**src/rtl/cbx_pkg.sv**
```systemverilog
package cbx_pkg;
   // Mirroring encodings
   typedef enum logic [1:0] {
      MIR_ONE_LO = 2'd0,
      MIR_ONE_HI = 2'd1,
      MIR_VERT   = 2'd2,
      MIR_HORZ   = 2'd3
   } mirror_e;

   localparam int OFS_W      = 11;        // decoded window offset width
   localparam int PRG_SLOTS  = 4;         // 8 KB slots in 32 KB window
   localparam int CHR_SLOTS  = 8;         // 1 KB slots in 8 KB pattern space
   localparam int PRG_PAGE_W = 13;
   localparam int CHR_PAGE_W = 10;

   // Offset groups, already shifted by the bits that index inside them
   localparam logic [OFS_W-2:0] MIR_GRP = 10'h17F; // 0x2FE..0x2FF
   localparam logic [OFS_W-3:0] PRG_GRP = 9'h141;  // 0x504..0x507
   localparam logic [OFS_W-4:0] CHR_GRP = 8'hA2;   // 0x510..0x517

   // Power-on program bank: first two slots low, last two at the top
   function automatic int prg_reset_bank(int slot, int w);
      return (slot < 2) ? slot : ((1 << w) - (PRG_SLOTS - slot));
   endfunction
endpackage

```
**src/rtl/cbx_regfile.sv**
```systemverilog
module cbx_regfile
   import cbx_pkg::*;
#(
   parameter int DATA_W     = 8,
   parameter int CPU_AW     = 16,
   parameter int PRG_BANK_W = 8,
   parameter int CHR_BANK_W = 8,
   parameter logic [CPU_AW-1:0] EXP_FIRST = 16'h4020,
   parameter logic [CPU_AW-1:0] EXP_LAST  = 16'h5FFF
) (
   input  logic                                  clk,
   input  logic                                  rst_n,
   input  logic                                  wr_en,
   input  logic [CPU_AW-1:0]                     wr_addr,
   input  logic [DATA_W-1:0]                     wr_data,
   input  logic [1:0]                            mirror_init,
   output logic [PRG_SLOTS-1:0][PRG_BANK_W-1:0]  prg_bank,
   output logic [CHR_SLOTS-1:0][CHR_BANK_W-1:0]  chr_bank,
   output logic [1:0]                            mirror
);
   logic             in_win;
   logic [OFS_W-1:0] ofs;
   logic             prg_hit, chr_hit, mir_hit;
   logic             mir_set;
   logic [1:0]       mir_q;

   assign in_win  = (wr_addr >= EXP_FIRST) && (wr_addr <= EXP_LAST);
   assign ofs     = wr_addr[OFS_W-1:0];
   assign prg_hit = wr_en && in_win && (ofs[OFS_W-1:2] == PRG_GRP);
   assign chr_hit = wr_en && in_win && (ofs[OFS_W-1:3] == CHR_GRP);
   assign mir_hit = wr_en && in_win && (ofs[OFS_W-1:1] == MIR_GRP);

   for (genvar i = 0; i < PRG_SLOTS; i++) begin : g_prg
      localparam logic [PRG_BANK_W-1:0] RST_V =
         PRG_BANK_W'(prg_reset_bank(i, PRG_BANK_W));
      logic [PRG_BANK_W-1:0] q;
      always_ff @(posedge clk or negedge rst_n) begin
         if (!rst_n)                          q <= RST_V;
         else if (prg_hit && ofs[1:0] == 2'(i)) q <= wr_data[PRG_BANK_W-1:0];
      end
      assign prg_bank[i] = q;


      prg_load_chk: assert property (@(posedge clk) disable iff (!rst_n)
         (prg_hit && ofs[1:0] == 2'(i)) |=> (prg_bank[i] == $past(wr_data[PRG_BANK_W-1:0])));
   end

   for (genvar j = 0; j < CHR_SLOTS; j++) begin : g_chr
      logic [CHR_BANK_W-1:0] q;
      always_ff @(posedge clk or negedge rst_n) begin
         if (!rst_n)                          q <= '0;
         else if (chr_hit && ofs[2:0] == 3'(j)) q <= wr_data[CHR_BANK_W-1:0];
      end
      assign chr_bank[j] = q;


      chr_load_chk: assert property (@(posedge clk) disable iff (!rst_n)
         (chr_hit && ofs[2:0] == 3'(j)) |=> (chr_bank[j] == $past(wr_data[CHR_BANK_W-1:0])));
   end

   // Mirroring: configuration value shows until software writes one
   always_ff @(posedge clk or negedge rst_n) begin
      if (!rst_n) begin
         mir_set <= 1'b0;
         mir_q   <= MIR_ONE_LO;
      end else if (mir_hit) begin
         mir_set <= 1'b1;
         mir_q   <= {ofs[0], wr_data[4]};
      end
   end
   assign mirror = mir_set ? mir_q : mirror_init;


   mirror_load_chk: assert property (@(posedge clk) disable iff (!rst_n)
      mir_hit |=> (mirror == {$past(wr_addr[0]), $past(wr_data[4])}));


   idle_hold_chk: assert property (@(posedge clk) disable iff (!rst_n)
      !wr_en |=> ($stable(prg_bank) && $stable(chr_bank) && $stable(mir_q) && $stable(mir_set)));


   outside_hold_chk: assert property (@(posedge clk) disable iff (!rst_n)
      !in_win |=> ($stable(prg_bank) && $stable(chr_bank) && $stable(mir_q)));
endmodule

```
**src/rtl/cbx_prg_xlat.sv**
```systemverilog
module cbx_prg_xlat
   import cbx_pkg::*;
#(
   parameter int PRG_BANK_W = 8,
   localparam int ROM_AW    = PRG_BANK_W + PRG_PAGE_W
) (
   input  logic [PRG_SLOTS-1:0][PRG_BANK_W-1:0] prg_bank,
   input  logic [PRG_BANK_W:0]                  units,
   input  logic [PRG_PAGE_W+1:0]                addr,
   output logic [ROM_AW-1:0]                    rom_addr
);
   logic [PRG_BANK_W:0]   mask_full;
   logic [PRG_BANK_W-1:0] bank;

   assign mask_full = units - 1'b1;
   assign bank      = prg_bank[addr[PRG_PAGE_W+1:PRG_PAGE_W]] & mask_full[PRG_BANK_W-1:0];
   assign rom_addr  = {bank, addr[PRG_PAGE_W-1:0]};
endmodule

```
**src/rtl/cbx_chr_xlat.sv**
```systemverilog
module cbx_chr_xlat
   import cbx_pkg::*;
#(
   parameter int CHR_BANK_W = 8,
   parameter int VID_AW     = 14,
   localparam int PAT_AW    = CHR_BANK_W + CHR_PAGE_W
) (
   input  logic [CHR_SLOTS-1:0][CHR_BANK_W-1:0] chr_bank,
   input  logic [CHR_BANK_W:0]                  units,
   input  logic                                 use_ram,
   input  logic [VID_AW-1:0]                    vid_addr,
   output logic [PAT_AW-1:0]                    pat_addr,
   output logic                                 rom_sel,
   output logic                                 ram_sel
);
   logic                  pattern_area;
   logic [CHR_BANK_W:0]   mask_full;
   logic [CHR_BANK_W-1:0] bank;

   assign pattern_area = (vid_addr[VID_AW-1:CHR_PAGE_W+3] == '0);
   assign mask_full    = units - 1'b1;
   assign bank         = chr_bank[vid_addr[CHR_PAGE_W+2:CHR_PAGE_W]] & mask_full[CHR_BANK_W-1:0];

   always_comb begin
      rom_sel  = pattern_area && !use_ram;
      ram_sel  = pattern_area && use_ram;
      pat_addr = '0;
      if (rom_sel)      pat_addr = {bank, vid_addr[CHR_PAGE_W-1:0]};
      else if (ram_sel) pat_addr = PAT_AW'(vid_addr[CHR_PAGE_W+2:0]);
   end
endmodule

```
**src/rtl/cart_bank_xlat.sv**
```systemverilog
module cart_bank_xlat
   import cbx_pkg::*;
#(
   parameter int DATA_W     = 8,
   parameter int CPU_AW     = 16,
   parameter int VID_AW     = 14,
   parameter int PRG_BANK_W = 8,
   parameter int CHR_BANK_W = 8,
   parameter logic [CPU_AW-1:0] EXP_FIRST = 16'h4020,
   parameter logic [CPU_AW-1:0] EXP_LAST  = 16'h5FFF,
   localparam int PRG_AW    = PRG_BANK_W + PRG_PAGE_W,
   localparam int PAT_AW    = CHR_BANK_W + CHR_PAGE_W
) (
   input  logic                  clk,
   input  logic                  rst_n,
   input  logic                  cpu_wr,
   input  logic [CPU_AW-1:0]     cpu_addr,
   input  logic [DATA_W-1:0]     cpu_data,
   input  logic [VID_AW-1:0]     vid_addr,
   input  logic [PRG_BANK_W:0]   cfg_prg_units,
   input  logic [CHR_BANK_W:0]   cfg_chr_units,
   input  logic                  cfg_chr_ram,
   input  logic [1:0]            cfg_mirror_init,
   output logic [PRG_AW-1:0]     prg_rom_addr,
   output logic [PAT_AW-1:0]     pat_addr,
   output logic                  pat_rom_sel,
   output logic                  pat_ram_sel,
   output logic [1:0]            mirror_mode
);
   // Elaboration-time parameter checks
   if (PRG_BANK_W < 2 || PRG_BANK_W > DATA_W) begin : g_bad_prg_w
      $error("PRG_BANK_W must be 2..DATA_W");
   end
   if (CHR_BANK_W < 3 || CHR_BANK_W > DATA_W) begin : g_bad_chr_w
      $error("CHR_BANK_W must be 3..DATA_W");
   end
   if (DATA_W < 5) begin : g_bad_data_w
      $error("DATA_W must carry the mirroring bit");
   end
   if (CPU_AW < OFS_W || VID_AW < CHR_PAGE_W + 4) begin : g_bad_aw
      $error("address widths too narrow");
   end

   logic [PRG_SLOTS-1:0][PRG_BANK_W-1:0] prg_bank;
   logic [CHR_SLOTS-1:0][CHR_BANK_W-1:0] chr_bank;

   cbx_regfile #(
      .DATA_W(DATA_W), .CPU_AW(CPU_AW),
      .PRG_BANK_W(PRG_BANK_W), .CHR_BANK_W(CHR_BANK_W),
      .EXP_FIRST(EXP_FIRST), .EXP_LAST(EXP_LAST)
   ) u_regs (
      .clk(clk), .rst_n(rst_n),
      .wr_en(cpu_wr), .wr_addr(cpu_addr), .wr_data(cpu_data),
      .mirror_init(cfg_mirror_init),
      .prg_bank(prg_bank), .chr_bank(chr_bank), .mirror(mirror_mode)
   );

   cbx_prg_xlat #(.PRG_BANK_W(PRG_BANK_W)) u_prg (
      .prg_bank(prg_bank), .units(cfg_prg_units),
      .addr(cpu_addr[PRG_PAGE_W+1:0]), .rom_addr(prg_rom_addr)
   );

   cbx_chr_xlat #(.CHR_BANK_W(CHR_BANK_W), .VID_AW(VID_AW)) u_chr (
      .chr_bank(chr_bank), .units(cfg_chr_units), .use_ram(cfg_chr_ram),
      .vid_addr(vid_addr), .pat_addr(pat_addr),
      .rom_sel(pat_rom_sel), .ram_sel(pat_ram_sel)
   );


   ram_route_chk: assert property (@(posedge clk) disable iff (!rst_n)
      (cfg_chr_ram && vid_addr < VID_AW'(16'h2000)) |-> (pat_ram_sel && !pat_rom_sel));


   sel_excl_chk: assert property (@(posedge clk) disable iff (!rst_n)
      $onehot0({pat_rom_sel, pat_ram_sel}));


   above_idle_chk: assert property (@(posedge clk) disable iff (!rst_n)
      (vid_addr >= VID_AW'(16'h2000)) |-> (!pat_rom_sel && !pat_ram_sel && pat_addr == '0));


   prg_hold_chk: assert property (@(posedge clk) disable iff (!rst_n)
      ($stable(cpu_addr[PRG_PAGE_W+1:0]) && $stable(cfg_prg_units) && !$past(cpu_wr))
         |-> $stable(prg_rom_addr));
endmodule

```
**config.mk**
```make
export PLATFORM = sky130hd
export DESIGN_NAME = cart_bank_xlat
export DESIGN_NICKNAME = d
export VERILOG_FILES = /design/src/rtl/cbx_pkg.sv /design/src/rtl/cbx_regfile.sv /design/src/rtl/cbx_prg_xlat.sv /design/src/rtl/cbx_chr_xlat.sv /design/src/rtl/cart_bank_xlat.sv
export SDC_FILE = /design/constraint.sdc
export NUM_CORES = 1
export LEC_CHECK = 0
export ABC_CLOCK_PERIOD_IN_PS = 1900
export BUFFER_PORTS_ARGS = -buffer_cell sky130_fd_sc_hd__buf_4
export CAP_MARGIN = 40
export CELL_PAD_IN_SITES_DETAIL_PLACEMENT = 1
export CELL_PAD_IN_SITES_GLOBAL_PLACEMENT = 2
export CORE_UTILIZATION = 30
export DETAILED_ROUTE_END_ITERATION = 6
export MAX_ROUTING_LAYER = met4
export PLACE_DENSITY_LB_ADDON = 0.2
export SLEW_MARGIN = 40
export SYNTH_ARGS = -nofsm -noshare
export SYNTH_HDL_FRONTEND = slang
export SYNTH_SLANG_ARGS = --single-unit
```
**constraint.sdc**
```tcl
create_clock -name clk -period 1.9 [get_ports clk]
set_input_delay 0.19 -clock clk [delete_from_list [all_inputs] [get_ports clk]]
set_output_delay 0.19 -clock clk [all_outputs]
set_load 0.02 [all_outputs]
```
==> qor.txt, run 1 <==
Status - complete, but fails checks
Failing checks - setup timing
Tmin final - 2040 ps
Combinational power share - 10.7%
Yosys reg bits - 99
Vias after detailed routing - 3515
Gpl congestion - 0.749
Top sig layer - met4
Syn_nets - 434
Metal3 WL - 544 µm
Tcrit/Tclk final - 107%
H-tree depth - 3
Post-Synth Adder-Cell Area - 0.470%
Top FF cell, synth - dfrtp_1
Pwr Density - 654 nW/µm²
Core box area - 17300 µm²
Sink Count - 99
Internal power - 0.00355 W
Max stage delay cell, worst path - mux4_2
Pin count of the biggest net entering global routing - 47
WL final - 13200 µm
CTS tree - built
Synthesized area - 5320 µm²
I/O Buffers - 98
Max-slew violations - 0
Clk_lat worst skew - 340 ps
Critical path cell sequence - mux4_2 -> mux2_4 -> a32o_1 -> buf_6
WP buf/inv - 1
Top delay family on crit path - multiplexers
Maximum clock rate - 0.490 GHz
Clk pin slew, worst setup/hold paths - 70 ps
Wire length on met2 - 6550 µm
Ant. Diodes - 0
Ys async rst share - 100%
Synth unique cells - 41
Num CTS Buffers - 9
Half-perimeter wire length after placement - 9550 µm
Switching share of power - 22.7%
Wire length per cell - 18.6 µm
Final setup fails - 3
Post-layout util - 40.7%
Reg2Reg Setup Slack - 1030 ps
Post-synthesis xor/xnor area fraction - 0.823%
Starting DRC count in detailed routing - 87
Startpoint Class - register
Post-synthesis simple-gate area fraction - 13.1%
Clock root buffer - clkbuf_16
Initial Util - 30.8%
Crit-path max FO - 2
Vias in the first global route - 3859
YS warnings - 0
Layout cell share with drive strength beyond 1 - 64.2%
Area contributors post-synth - dfrtp_1, mux2_2, mux4_2
Synth Area in Compound Gates - 1.55%
RSZ-0062 raised after global routing - yes
Pre-CTS setup slack - -157 ps
FP Rows - 48
Die Span Y - 135 µm
Cell Area, Placed - 6640 µm²
Worst-Margin Slew - 622 ps
Main combinational cell family by area after synthesis - multiplexers
Hold Path Class - in2reg
Filler cell count - 1781
Gr ovfl total - 0
Die area - 18300 µm²
Die W - 135 µm
Syn_area_per_cell - 14.4 µm²
Final ANT Viol Nets - 0
Met1 Wirelength - 5960 µm
Final hold violations - 0
EDFF count, synth - 0
Vias/cell - 4.94
CP endpoint kind - primary output
Final Cell Area - 7030 µm²
Setup ws final - -140 ps
Worst stage delay on the critical path - 470 ps
Req. time, crit path - 1710 ps
NetSw - 0.00104 W
Biggest area consumer among synthesized cells - dfrtp_1
Worst-case headroom to the max-slew limit - 58.5%
CP arrival - 1850 ps
Sequential fraction of the synthesis area - 46.9%
Global-route wire length before repair - 21400 µm
Initial antenna violation count - 0
Clk pwr share - 43.4%
Max_cap viols - 0
Overall routing resource usage - 16.1%
Static leakage - 3.31 nW
Drt drc - 0
WS Path Type - reg2out
Mux share of post-synthesis cell area - 32.8%
Share of the synthesized area in the top cell type - 39.0%
Layout net count - 545
Seq pwr share - 46.0%
Cells after Synth - 370
Clock Path Buffers - 2
Area grow syn2layout - 32.1%
Ports - 105
Fin Clk Skew - 0 ps
VDD IR max - 0.452 mV
1st-pass router iterations - 4
[kinds of logic after synthesis]
group,count (synthesis)
muxes,132
DFF,99
and+or+nand+nor,77
buffers and inverters,43
AOI/OAI and AO/OA,12
xor gates and xnor gates,5
adders and majority gates,2
[cells in the mapped netlist (4+ instances only)]
master    instances
nand3_1           5
mux4_2           24
nor3_1            4
mux2i_1           7
nor4_4           12
nand4b_1          4
mux2_1            8
mux2_2           93
nor2b_1          15
or4bb_1           5
inv_1             4
dfrtp_1          83
clkbuf_1         16
buf_2             9
dfstp_2          16
buf_4            13
nor4_1            4
[worst paths after layout]
kind,from,to,cells after the start
setup / recovery,u_regs.g_chr[3].q[0]$_DFFE_PN0P_,pat_addr[10],4
hold / removal,cpu_data[6],u_regs.g_chr[2].q[6]$_DFFE_PN0P_,2
setup reg to reg,u_regs.g_chr[7].q[6]$_DFFE_PN0P_,u_regs.g_chr[7].q[6]$_DFFE_PN0P_,2
hold reg to reg,u_regs.g_chr[2].q[6]$_DFFE_PN0P_,u_regs.g_chr[2].q[6]$_DFFE_PN0P_,1
max in group asynchronous,rst_n,u_regs.g_chr[7].q[2]$_DFFE_PN0P_,3
min in group asynchronous,rst_n,u_regs.g_chr[7].q[1]$_DFFE_PN0P_,2
[per-stage QoR]
step | power, W | hold slack (ps) | instances | setup TNS (ps)
floorplan | 0.00238 | -106 | 370 | -54.1
global placement | 0.00263 | 234 | 693 | -2070
detailed placement | 0.00264 | 242 | 693 | -4360
CTS | 0.00468 | 160 | 710 | -297
global route | 0.00478 | 181 | 711 | -458
finish | 0.00460 | 180 | 711 | -173
[what timing repair did]
action,CTS,global route
hold endpoints to repair,26,0
endpoints found under the setup margin,5,6
hold buffers,1,0
pin swaps,3,1
buffers inserted,0,1
gates resized for setup,6,3
[layer usage]
layer,GRT usage (%),vias up
li1,-,1601
met1,20.4,1821
met2,26.1,83
met3,2.96,10
met4,4.93,0
met5,-,-
[area by class of cell]
| class | instances | area [µm²] | share of cell area [%] |
|---|---|---|---|
| Multi-Input combinational cell | 228 | 2680 | 38.2 |
| Sequential cell | 99 | 2500 | 35.5 |
| Timing Repair Buffer | 139 | 1220 | 17.4 |
| Tap cell | 225 | 282 | 4.00 |
| Clock buffer | 12 | 256 | 3.65 |
| Clock inverter | 4 | 72.6 | 1.03 |
| Inverter | 4 | 15.0 | 0.214 |
[cells in the final DEF (no fill, tap or decap), types with 3 or more instances in the layout]
| master | count |
|---|---|
| a21oi_1 | 3 |
| and3b_1 | 3 |
| buf_12 | 14 |
| buf_4 | 123 |
| clkbuf_16 | 9 |
| dfrtp_1 | 83 |
| dfstp_2 | 16 |
| inv_1 | 4 |
| mux2_1 | 8 |
| mux2_2 | 91 |
| mux2i_1 | 5 |
| mux4_2 | 24 |
| nand2_1 | 3 |
| nand3_1 | 5 |
| nand4_1 | 3 |
| nand4b_1 | 4 |
| nor2_1 | 3 |
| nor2b_1 | 15 |
| nor3_1 | 3 |
| nor4_4 | 12 |
| or4bb_1 | 5 |
| xnor2_1 | 3 |
[registers in the layout (all words and copies together), names as in the netlist]
| signal | count |
|---|---|
| u_regs.g_chr.q | 64 |
| u_regs.g_prg.q | 32 |
| u_regs.mir_q | 2 |
| u_regs.mir_set | 1 |
[power by group through the flow]
stage	sequential (W)	combinational (W)	clock (W)
2_1_floorplan	0.00215	0.000231	0
3_3_place_gp	0.00215	0.000482	0
3_5_place_dp	0.00215	0.000492	0
4_1_cts	0.00211	0.000499	0.00206
5_1_grt	0.00211	0.000533	0.00213
6_report	0.00211	0.000490	0.00199
(Power assumes the default switching activity.)
==> inputs of run 2 (changes only) <==
==> constraint.sdc (replaced) <==
create_clock -name clk -period 1.9 [get_ports clk]
set_input_delay 0.38 -clock clk [delete_from_list [all_inputs] [get_ports clk]]
set_output_delay 0.38 -clock clk [all_outputs]
set_load 0.02 [all_outputs]
==> run 2 against run 1 <==
Against the previous run:
- largest cell class unchanged
- clock power decreased by 12%
- non-clock buffer count is 36 higher
- power decreased by 3.5%
- design area increased by 9.9%
- utilization up 4.0 points
- largest power group unchanged
- clock skew unchanged
- the run still ends with setup timing left
- first-iteration DRC count is 39% higher
==> qor.txt, run 2 (same netlist as run 1, synthesis figures left out) <==
1st-pass router iterations - 4
RSZ-0062 raised after global routing - yes
Biggest regs - u_regs.g_chr.q (64), u_regs.g_prg.q (32), u_regs.mir_q (2)
Filler cell count - 1762
Commonest non-fill, non-tap cell in the layout - buf_4
H-tree depth - 3
Top delay family on crit path - simple AND/OR/NAND/NOR gates
Top reg by flops - u_regs.g_chr.q
Worst-Margin Slew - 440 ps
Status - complete, but fails checks
Worst r2r src - u_regs.g_chr[6].q[2]$_DFFE_PN0P_
Pin count of the biggest net entering global routing - 38
Pwr Density - 574 nW/µm²
Ant. Diodes - 0
End of the worst register-to-register path - u_regs.g_chr[6].q[2]$_DFFE_PN0P_
Clock Path Buffers - 2
CP arrival - 1910 ps
Die W - 135 µm
Wire length per cell - 19.4 µm
Num CTS Buffers - 9
Placed insts - 713
Sink Count - 99
Worst reg2reg path depth - 3
Vias in the first global route - 4013
Static leakage - 3.62 nW
Worst-case headroom to the max-slew limit - 70.5%
Final setup fails - 9
CP Depth - 5
Cell Area, Placed - 7200 µm²
Final hold violations - 0
CP endpoint kind - primary output
Most frequent cells in the layout - buf_4, dfrtp_1, mux2_4
Clk_lat worst skew - 340 ps
Gr ovfl total - 0
Vias/cell - 4.93
Ports - 105
WP buf/inv - 2
Hold Path Class - in2reg
Failing checks - setup timing
Wire length on met2 - 7210 µm
Clk pin slew, worst setup/hold paths - 60 ps
Worst hold slack - 384 ps
Tmin final - 2290 ps
Core box area - 17300 µm²
Crit path capture - pat_addr[17]
Req. time, crit path - 1520 ps
Metal3 WL - 503 µm
Die area - 18300 µm²
Layout net count - 581
Layout cell share with drive strength beyond 1 - 70.1%
Gpl congestion - 0.775
Max-slew violations - 0
Startpoint Class - input pin
Register area - 2500 µm²
Die Span Y - 135 µm
Half-perimeter wire length after placement - 10600 µm
Maximum clock rate - 0.437 GHz
Final Cell Area - 7730 µm²
Met1 Wirelength - 6630 µm
Initial antenna violation count - 0
VDD IR max - 0.426 mV
Drt drc - 0
I/O Buffers - 98
Critical path cell sequence - buf_8 -> or4_4 -> or3_4 -> a2111oi_4 -> buf_4
Max stage delay cell, worst path - or4_4
Overall routing resource usage - 17.3%
Worst stage delay on the critical path - 540 ps
Vias after detailed routing - 3683
Multi-input gate area - 3060 µm²
Clock root buffer - clkbuf_16
Max FFs per register - 64
Global-route wire length before repair - 23000 µm
Tcrit/Tclk final - 121%
Max_cap viols - 0
Fin Clk Skew - 0 ps
Final ANT Viol Nets - 0
Top sig layer - met4
Area grow syn2layout - 45.2%
Reg2Reg Setup Slack - 860 ps
Initial Util - 30.8%
Pre-CTS setup slack - -428 ps
CP startpoint - cfg_chr_units[4]
Setup ws final - -391 ps
WS Path Type - in2out
Finished Layout Cells - 747
FP Rows - 48
Setup TNS - -1830 ps
CTS tree - built
Crit-path max FO - 3
WL final - 14500 µm
Starting DRC count in detailed routing - 121
==> run 2: cell types whose count changed in the layout (fill, tap and decap cells not counted), moves of 3 or more <==
cell,before,now
buf_12,14,18
mux2_4,2,69
buf_4,123,145
buf_6,1,10
nor2b_1,15,12
nor4_4,12,15
mux2_2,91,24
==> run 2: final cells by class <==
class,instances,area share [%]
flip-flops and latches,99,32.3
repair buffers,175,20.5
clock buffers,12,3.45
well taps,225,3.64
multi-input cells,228,39.6
inverters,4,0.194
clock inverters,4,0.308
==> run 2: stage by stage <==
stage               util, %  total power [W]
CTS                    44.0          0.00450
global placement       41.6          0.00270
finish                 44.7          0.00444
global route           44.7          0.00461
detailed placement     41.6          0.00271
floorplan                 -          0.00242
==> run 2: worst min path at each step <==
stage,startpoint,cells after the start,endpoint,slack (ps)
6_report,cpu_data[7],2,u_regs.g_prg[1].q[7]$_DFFE_PN0P_,380
3_3_place_gp,rst_n,1,u_regs.g_chr[2].q[5]$_DFFE_PN0P_,330
4_1_cts,cpu_data[7],2,u_regs.g_prg[1].q[7]$_DFFE_PN0P_,380
3_5_place_dp,rst_n,1,u_regs.g_chr[0].q[5]$_DFFE_PN0P_,350
5_1_grt,cpu_data[5],2,u_regs.g_chr[5].q[5]$_DFFE_PN0P_,390
2_1_floorplan,rst_n,0,u_regs.g_chr[0].q[0]$_DFFE_PN0P_,80
==> run 2: routing by layer <==
layer / vias up / track usage, %
met5: - / -
met4: 0 / 4.74
met3: 11 / 2.43
met2: 91 / 27.4
met1: 1901 / 23.2
li1: 1680 / -
==> run 2: report_power, final <==
group	internal, W	total (W)	switching [W]
sequential	0.00211	0.00211	0.00000162
clock	0.000991	0.00176	0.000772
combinational	0.000262	0.000561	0.000300
total	0.00336	0.00444	0.00107
==> run 2: repair_timing <==
action / 4_1_cts / 5_1_grt
pin swaps: 8 / 1
hold buffers: 1 / 0
endpoints found under the hold margin: 26 / 0
setup endpoints to repair: 12 / 16
resized for setup: 14 / 12
buffers inserted: 8 / 10
